**config.mk**
```make
export PLATFORM = sky130hd
export DESIGN_NAME = wbp_link_monitor
export DESIGN_NICKNAME = d
export VERILOG_FILES = /design/src/rtl/wbmon_pkg.sv /design/src/rtl/wbmon_rules.sv /design/src/rtl/wbmon_outstanding.sv /design/src/rtl/wbmon_cycle_tally.sv /design/src/rtl/wbmon_flags.sv /design/src/rtl/wbp_link_monitor.sv
export SDC_FILE = /design/constraint.sdc
export NUM_CORES = 1
export LEC_CHECK = 0
export ABC_AREA = 1
export ABC_CLOCK_PERIOD_IN_PS = 2350
export BUFFER_PORTS_ARGS = -buffer_cell sky130_fd_sc_hd__clkbuf_2
export CAP_MARGIN = 20
export CORE_ASPECT_RATIO = 1.4
export CORE_MARGIN = 1.5
export CORE_UTILIZATION = 39
export DETAILED_ROUTE_END_ITERATION = 8
export PLACE_DENSITY = 0.57
export SKIP_LAST_GASP = 1
export SLEW_MARGIN = 0
export SYNTH_ARGS = -nofsm -noshare
export SYNTH_HDL_FRONTEND = slang
export SYNTH_HIERARCHICAL = 1
export SYNTH_SLANG_ARGS = --single-unit
```
**constraint.sdc**
```tcl
create_clock -name clk -period 2.35 [get_ports clk]
set_clock_uncertainty 0.15 [all_clocks]
set_input_delay 0.3525 -clock clk [delete_from_list [all_inputs] [get_ports clk]]
set_output_delay 0.3525 -clock clk [all_outputs]
set_load 0.01 [all_outputs]
```
**src/rtl/wbmon_pkg.sv**
```systemverilog
package wbmon_pkg;
  localparam int unsigned NFLAG = 7;

  // bit positions of the violation vector
  localparam int FL_STALL_DROP = 0;
  localparam int FL_UNEXP_RESP = 1;
  localparam int FL_STB_IDLE   = 2;
  localparam int FL_RESP_CLASH = 3;
  localparam int FL_OVERFLOW   = 4;
  localparam int FL_MULTI_REQ  = 5;
  localparam int FL_REQ_CHANGE = 6;

  typedef logic [NFLAG-1:0] flag_vec_t;
endpackage

```
**src/rtl/wbmon_rules.sv**
```systemverilog
module wbmon_rules #(
  parameter int unsigned AW = 32
) (
  input  logic          clk,
  input  logic          rst_n,
  input  logic          cyc_i,
  input  logic          stb_i,
  input  logic          we_i,
  input  logic [AW-1:0] adr_i,
  input  logic          stall_i,
  input  logic          ack_i,
  input  logic          err_i,
  input  logic          cnt_zero_i,
  output logic          accept_o,
  output logic          resp_ok_o,
  output logic          cyc_fall_o,
  output logic          abort_o,
  output logic          abort_pulse_o,
  output logic          stall_drop_o,
  output logic          unexp_resp_o,
  output logic          stb_idle_o,
  output logic          resp_clash_o,
  output logic          req_change_o
);
  logic          prev_cyc_q, prev_wait_q, prev_we_q, abort_q;
  logic [AW-1:0] prev_adr_q;
  logic          waiting, resp, hold_en;

  // next-state / decode
  always_comb begin
    waiting      = cyc_i & stb_i & stall_i;
    resp         = ack_i | err_i;
    hold_en      = waiting;
    accept_o     = cyc_i & stb_i & ~stall_i;
    resp_ok_o    = resp & cyc_i & ~cnt_zero_i;
    cyc_fall_o   = prev_cyc_q & ~cyc_i;
    abort_o      = cyc_fall_o & (prev_wait_q | ~cnt_zero_i);
    stall_drop_o = prev_wait_q & cyc_i & ~stb_i;
    req_change_o = prev_wait_q & cyc_i & stb_i &
                   ((adr_i != prev_adr_q) | (we_i != prev_we_q));
    unexp_resp_o = resp & (~cyc_i | cnt_zero_i);
    stb_idle_o   = stb_i & ~cyc_i;
    resp_clash_o = ack_i & err_i;
  end

  // registers
  always_ff @(posedge clk or negedge rst_n) begin
    if (!rst_n) begin
      prev_cyc_q  <= 1'b0;
      prev_wait_q <= 1'b0;
      abort_q     <= 1'b0;
    end else begin
      prev_cyc_q  <= cyc_i;
      prev_wait_q <= waiting;
      abort_q     <= abort_o;
    end
  end

  always_ff @(posedge clk or negedge rst_n) begin
    if (!rst_n) begin
      prev_adr_q <= '0;
      prev_we_q  <= 1'b0;
    end else if (hold_en) begin
      prev_adr_q <= adr_i;
      prev_we_q  <= we_i;
    end
  end

  assign abort_pulse_o = abort_q;
endmodule

```
**src/rtl/wbmon_outstanding.sv**
```systemverilog
module wbmon_outstanding #(
  parameter int unsigned CW = 4
) (
  input  logic          clk,
  input  logic          rst_n,
  input  logic          accept_i,
  input  logic          resp_ok_i,
  input  logic          abort_i,
  output logic [CW-1:0] cnt_o,
  output logic          cnt_zero_o,
  output logic          ovf_o
);
  localparam logic [CW-1:0] CMAX = '1;

  logic [CW-1:0] cnt_q, cnt_d;

  always_comb begin
    ovf_o = accept_i & ~resp_ok_i & (cnt_q == CMAX);
    cnt_d = cnt_q;
    if (abort_i)
      cnt_d = '0;
    else if (accept_i & ~resp_ok_i & ~ovf_o)
      cnt_d = cnt_q + CW'(1);
    else if (~accept_i & resp_ok_i)
      cnt_d = cnt_q - CW'(1);
  end

  always_ff @(posedge clk or negedge rst_n) begin
    if (!rst_n) cnt_q <= '0;
    else        cnt_q <= cnt_d;
  end

  assign cnt_o      = cnt_q;
  assign cnt_zero_o = (cnt_q == '0);
endmodule

```
**src/rtl/wbmon_cycle_tally.sv**
```systemverilog
module wbmon_cycle_tally #(
  parameter int unsigned RW = 4
) (
  input  logic          clk,
  input  logic          rst_n,
  input  logic          accept_i,
  input  logic          cyc_fall_i,
  input  logic          single_word_i,
  output logic [RW-1:0] total_o,
  output logic          total_vld_o,
  output logic          multi_o
);
  localparam logic [RW-1:0] RMAX = '1;

  logic [RW-1:0] run_q, run_d, tot_q;
  logic          vld_q, tot_en;

  always_comb begin
    run_d  = run_q;
    tot_en = cyc_fall_i;
    if (cyc_fall_i)
      run_d = '0;
    else if (accept_i && (run_q != RMAX))
      run_d = run_q + RW'(1);
    multi_o = cyc_fall_i & single_word_i & (run_q > RW'(1));
  end

  always_ff @(posedge clk or negedge rst_n) begin
    if (!rst_n) begin
      run_q <= '0;
      vld_q <= 1'b0;
    end else begin
      run_q <= run_d;
      vld_q <= cyc_fall_i;
    end
  end

  always_ff @(posedge clk or negedge rst_n) begin
    if (!rst_n)      tot_q <= '0;
    else if (tot_en) tot_q <= run_q;
  end

  assign total_o     = tot_q;
  assign total_vld_o = vld_q;
endmodule

```
**src/rtl/wbmon_flags.sv**
```systemverilog
module wbmon_flags #(
  parameter int unsigned N = 7
) (
  input  logic         clk,
  input  logic         rst_n,
  input  logic         clr_i,
  input  logic [N-1:0] viol_i,
  output logic [N-1:0] pulse_o,
  output logic [N-1:0] flags_o
);
  for (genvar g = 0; g < N; g++) begin : g_bit
    logic f_q, f_d, p_q;

    always_comb f_d = (clr_i ? 1'b0 : f_q) | viol_i[g];

    always_ff @(posedge clk or negedge rst_n) begin
      if (!rst_n) begin
        f_q <= 1'b0;
        p_q <= 1'b0;
      end else begin
        f_q <= f_d;
        p_q <= viol_i[g];
      end
    end

    assign flags_o[g] = f_q;
    assign pulse_o[g] = p_q;
  end
endmodule

```
**src/rtl/wbp_link_monitor.sv**
```systemverilog
module wbp_link_monitor
  import wbmon_pkg::*;
#(
  parameter int unsigned AW = 32,
  parameter int unsigned CW = 4,
  parameter int unsigned RW = 4
) (
  input  logic             clk,
  input  logic             rst_n,
  input  logic             clr_i,
  input  logic             single_word_i,
  input  logic             wb_cyc_i,
  input  logic             wb_stb_i,
  input  logic             wb_we_i,
  input  logic [AW-1:0]    wb_adr_i,
  input  logic             wb_stall_i,
  input  logic             wb_ack_i,
  input  logic             wb_err_i,
  output logic [CW-1:0]    outstanding_o,
  output logic             abort_o,
  output logic [NFLAG-1:0] viol_pulse_o,
  output logic [NFLAG-1:0] viol_flags_o,
  output logic [RW-1:0]    req_total_o,
  output logic             req_total_vld_o
);
  // reset: asserted asynchronously, released on a clock edge
  logic rst_meta_q, rst_sync_n;

  always_ff @(posedge clk or negedge rst_n) begin
    if (!rst_n) begin
      rst_meta_q <= 1'b0;
      rst_sync_n <= 1'b0;
    end else begin
      rst_meta_q <= 1'b1;
      rst_sync_n <= rst_meta_q;
    end
  end

  logic      accept, resp_ok, cyc_fall, abort, cnt_zero, ovf, multi;
  logic      stall_drop, unexp_resp, stb_idle, resp_clash, req_change;
  flag_vec_t viol;

  wbmon_rules #(.AW(AW)) i_rules (
    .clk          (clk),
    .rst_n        (rst_sync_n),
    .cyc_i        (wb_cyc_i),
    .stb_i        (wb_stb_i),
    .we_i         (wb_we_i),
    .adr_i        (wb_adr_i),
    .stall_i      (wb_stall_i),
    .ack_i        (wb_ack_i),
    .err_i        (wb_err_i),
    .cnt_zero_i   (cnt_zero),
    .accept_o     (accept),
    .resp_ok_o    (resp_ok),
    .cyc_fall_o   (cyc_fall),
    .abort_o      (abort),
    .abort_pulse_o(abort_o),
    .stall_drop_o (stall_drop),
    .unexp_resp_o (unexp_resp),
    .stb_idle_o   (stb_idle),
    .resp_clash_o (resp_clash),
    .req_change_o (req_change)
  );

  wbmon_outstanding #(.CW(CW)) i_outstanding (
    .clk       (clk),
    .rst_n     (rst_sync_n),
    .accept_i  (accept),
    .resp_ok_i (resp_ok),
    .abort_i   (abort),
    .cnt_o     (outstanding_o),
    .cnt_zero_o(cnt_zero),
    .ovf_o     (ovf)
  );

  wbmon_cycle_tally #(.RW(RW)) i_tally (
    .clk          (clk),
    .rst_n        (rst_sync_n),
    .accept_i     (accept),
    .cyc_fall_i   (cyc_fall),
    .single_word_i(single_word_i),
    .total_o      (req_total_o),
    .total_vld_o  (req_total_vld_o),
    .multi_o      (multi)
  );

  always_comb begin
    viol                = '0;
    viol[FL_STALL_DROP] = stall_drop;
    viol[FL_UNEXP_RESP] = unexp_resp;
    viol[FL_STB_IDLE]   = stb_idle;
    viol[FL_RESP_CLASH] = resp_clash;
    viol[FL_OVERFLOW]   = ovf;
    viol[FL_MULTI_REQ]  = multi;
    viol[FL_REQ_CHANGE] = req_change;
  end

  wbmon_flags #(.N(NFLAG)) i_flags (
    .clk    (clk),
    .rst_n  (rst_sync_n),
    .clr_i  (clr_i),
    .viol_i (viol),
    .pulse_o(viol_pulse_o),
    .flags_o(viol_flags_o)
  );
endmodule

```
==> impl_metrics.env <==
export IMPL_status="complete, no violations"
export IMPL_instances_no_fill=588
export IMPL_timing_final_crit_share_pct=91.9
export IMPL_diodes=0
export IMPL_dp_cells=572
export IMPL_intPower_mw=2.39
export IMPL_pwr_share_clk_pct=35.2
export IMPL_ys_ff_latch=65
export IMPL_drive_above_1_share_pct=21.0
export IMPL_syn_cell_area_mm2=0.00333
export IMPL_dieArea_mm2=0.00910
export IMPL_area_delta_synth_final_pct=19.8
export IMPL_end_kind="flip-flop"
export IMPL_wl_per_cell_um=11.5
export IMPL_die_w_um=81.0
export IMPL_period_minus_slack_ps=2160
export IMPL_placed_area_mm2=0.00369
export IMPL_portBuffers=65
export IMPL_multi_input_area_mm2=0.00131
export IMPL_cts_buffers=9
export IMPL_drc=0
export IMPL_regArea_mm2=0.00163
export IMPL_finalHoldViolCount=0
export IMPL_pwr_share_seq_pct=41.5
export IMPL_globalplace_congestion=0.813
export IMPL_stdcell_area_mm2=0.00399
export IMPL_dr_pass1_iters=4
export IMPL_swShare_pct=29.9
export IMPL_path_class="reg -> reg"
export IMPL_fmax_mhz=463
export IMPL_worst_ep_required_time_ps=2420
export IMPL_worst_path_most_repeated_cell="nand2_1"
export IMPL_cts_buffer_depth=2
export IMPL_cts_root_buffer="clkbuf_16"
export IMPL_wl_mm=6.76
export IMPL_p_sw_mw=1.02
export IMPL_initial_utilization_pct=40.6
export IMPL_yosysWarnings=6
export IMPL_synthCells=420
export IMPL_grt_overflow_total=0
export IMPL_crit_buf_inv=0
export IMPL_ir_drop_v=0.000509
export IMPL_clock_sinks=65
export IMPL_dp_hpwl_mm=4.89
export IMPL_cp_slowest_stage_delay_ps=500
export IMPL_worst_setup_path_start_kind="flip-flop"
export IMPL_fin_nets=531
export IMPL_combPwrFrac_pct=23.3
export IMPL_grt_max_degree=64
export IMPL_crit_fanout=7
export IMPL_detail_route_antenna_nets=0
export IMPL_avgSynthCellArea_um2=7.92
export IMPL_viasPerCell=4.54
export IMPL_ys_seq_area_share_pct=48.9
export IMPL_max_cap_violations=0
export IMPL_grt_use_total_pct=16.5
export IMPL_num_rows=39
export IMPL_crit_chain="nor4_4 -> nor3_1 -> nor2_4 -> o21ai_4 -> ha_1 -> nand2_1 -> nand2_1 -> nor2_1 -> nand3_1 -> nand3_1 -> nand2_1"
export IMPL_core_mm2=0.00820
export IMPL_antenna_found_initial=0
export IMPL_drt_initial_drc_count=159
export IMPL_clk_pin_slew_ps=50
export IMPL_htreeDepth=3
export IMPL_nFillCells=854
export IMPL_slew_viol_final=0
export IMPL_cts_tree="done"
export IMPL_syn_num_nets=468
export IMPL_power_leakage_nw=2.23
export IMPL_crit_family="simple AND/OR/NAND/NOR gates"
export IMPL_finalSetupViolCount=0
export IMPL_yosysUniqueCellTypes=32
export IMPL_clk_latency_ps=330
export IMPL_hold_path_class="in -> reg"
export IMPL_vias=2669
export IMPL_cp_slowest_cell="dfrtp_1"
export IMPL_grt_pass1_wl_mm=11.3
export IMPL_io_pin_count=66
export IMPL_grt_pass1_vias=2582
export IMPL_arrival_ps=2230
export IMPL_pwr_density_cell_mw_per_mm2=854
export IMPL_dieHeight_um=112
-- cell type report --
type	count	share of cell area, %
flip-flops and latches	65	40.8
well taps	102	3.20
multi-input cells	268	33.0
inverters	65	6.12
clock buffers	14	6.62
repair buffers	74	10.2
-- flip-flops by register name, indices dropped and copies added (netlist names) --
name	count
i_flags/g_bit.f_q	7
i_flags/g_bit.p_q	7
i_outstanding/cnt_o	4
i_rules/abort_pulse_o	1
i_rules/prev_adr_q	32
i_rules/prev_cyc_q	1
i_rules/prev_wait_q	1
i_rules/prev_we_q	1
i_tally/run_q	4
i_tally/total_o	4
i_tally/total_vld_o	1
rst_meta_q	1
rst_sync_n	1
-- power by group through the flow --
stage          Clock (mW)  Combinational, mW  Sequential, mW
2_1_floorplan           0              0.536            1.43
6_report             1.20              0.792            1.41
4_1_cts              1.23              0.797            1.39
5_1_grt              1.29              0.918            1.44
3_3_place_gp            0              0.778            1.40
3_5_place_dp            0              0.792            1.41
-- worst paths after layout --
kind                                         from                      to  slack (ps)  cells past startpoint
max reg2reg                i_outstanding/cnt_o[2]  i_outstanding/cnt_o[3]         190                     11
max                        i_outstanding/cnt_o[2]  i_outstanding/cnt_o[3]         190                     11
min in group asynchronous              rst_sync_n  i_rules/prev_adr_q[22]         110                      1
min reg2reg                            rst_sync_n  i_rules/prev_adr_q[22]         110                      1
max in group asynchronous              rst_sync_n  i_rules/prev_adr_q[23]        1650                      1
min                                  wb_adr_i[18]  i_rules/prev_adr_q[18]         100                      3
-- synth_stat cells --
| cell type | count | area share [%] |
|---|---|---|
| ha_1 | 5 | 1.9 |
| dfrtp_1 | 65 | 49 |
| o22ai_2 | 1 | 0.38 |
| nor2_2 | 1 | 0.19 |
| buf_4 | 16 | 3.6 |
| o21ai_1 | 23 | 3.5 |
| o21ai_0 | 6 | 0.90 |
| xnor2_1 | 10 | 2.6 |
| nand3_1 | 13 | 2.0 |
| nand3_2 | 1 | 0.30 |
| fa_1 | 1 | 0.60 |
| or2_1 | 1 | 0.19 |
| buf_2 | 5 | 0.75 |
| inv_2 | 2 | 0.23 |
| a31oi_1 | 1 | 0.19 |
| nor3_1 | 3 | 0.45 |
| o21a_1 | 1 | 0.23 |
| nor4_1 | 1 | 0.19 |
| nand2_1 | 154 | 17 |
| a21oi_1 | 3 | 0.45 |
| nor2_4 | 1 | 0.34 |
| buf_6 | 1 | 0.34 |
| or2_2 | 1 | 0.19 |
| nand2_2 | 5 | 0.94 |
| o21ai_4 | 1 | 0.49 |
| nand3_4 | 1 | 0.53 |
| conb_1 | 1 | 0.11 |
| nand4_1 | 2 | 0.38 |
| o21ai_2 | 2 | 0.53 |
| xor2_1 | 6 | 1.6 |
| inv_1 | 63 | 7.1 |
| nor2_1 | 23 | 2.6 |
-- per-layer routing --
metal | track usage (%) | part of all wire [%]
met5 | 0 | 0
met1 | 18.7 | 42
met2 | 27.8 | 52
met3 | 5.12 | 4.1
met4 | 7.70 | 1.9
-- cells by family after synthesis --
logic type | Yosys count | share of synthesized area [%]
AOI/OAI and AO/OA | 38 | 6.62
xor gates and xnor gates | 16 | 4.21
adders and majority gates | 6 | 2.48
buffers and inverters | 87 | 12.0
DFF | 65 | 48.9
other | 1 | 0.113
and+or+nand+nor | 207 | 25.6
-- worst reg2reg max path: stages, from the launching register on --
cell	delay, ps
dfrtp_1	500
nor4_4	60
nor3_1	370
nor2_4	80
o21ai_4	120
ha_1	310
nand2_1	80
nand2_1	40
nor2_1	130
nand3_1	90
nand3_1	80
nand2_1	50
-- through the flow --
stage                     utilization (%)  setup WS (ps)  setup TNS [ps]  hold WS, ps  total power [mW]
after floorplan                         -            192               0        -93.1              1.97
after global placement               45.0            128               0        -11.9              2.18
after detailed placement             45.0           88.1               0        -8.48              2.20
after CTS                            48.3           76.7               0         87.2              3.42
after global routing                 48.6          -4.44           -4.44          103              3.64
final                                48.6            191               0         98.0              3.40
-- cells in the final DEF (no fill, tap or decap) --
master / n
dlygate4sd3_1: 1
conb_1: 1
clkbuf_8: 2
nand3_4: 1
a31oi_1: 1
o21ai_1: 23
ha_1: 5
clkbuf_16: 9
o21ai_2: 2
nand2_2: 5
nor3_1: 3
buf_4: 7
or2_2: 1
clkbuf_2: 65
nand3_2: 1
inv_2: 2
inv_1: 63
xor2_1: 6
dfrtp_1: 64
o21a_1: 1
nor2_4: 1
nor2_1: 23
xnor2_1: 10
o21ai_4: 1
fa_1: 1
buf_12: 1
or2_1: 1
clkbuf_1: 3
nor4_4: 1
nand3_1: 13
o22ai_2: 1
nand2_1: 154
nor2_2: 1
dfrtp_2: 1
o21ai_0: 6
nand4_1: 2
a21oi_1: 3
-- what timing repair did --
| action | 4_1_cts | 5_1_grt |
|---|---|---|
| setup endpoints to repair | 0 | 1 |
| resized for setup | 0 | 2 |
| hold buffers | 1 | 0 |
| endpoints found under the hold margin | 2 | 0 |
| setup buffers | 0 | 1 |
Power figures use the tool's default switching activity.
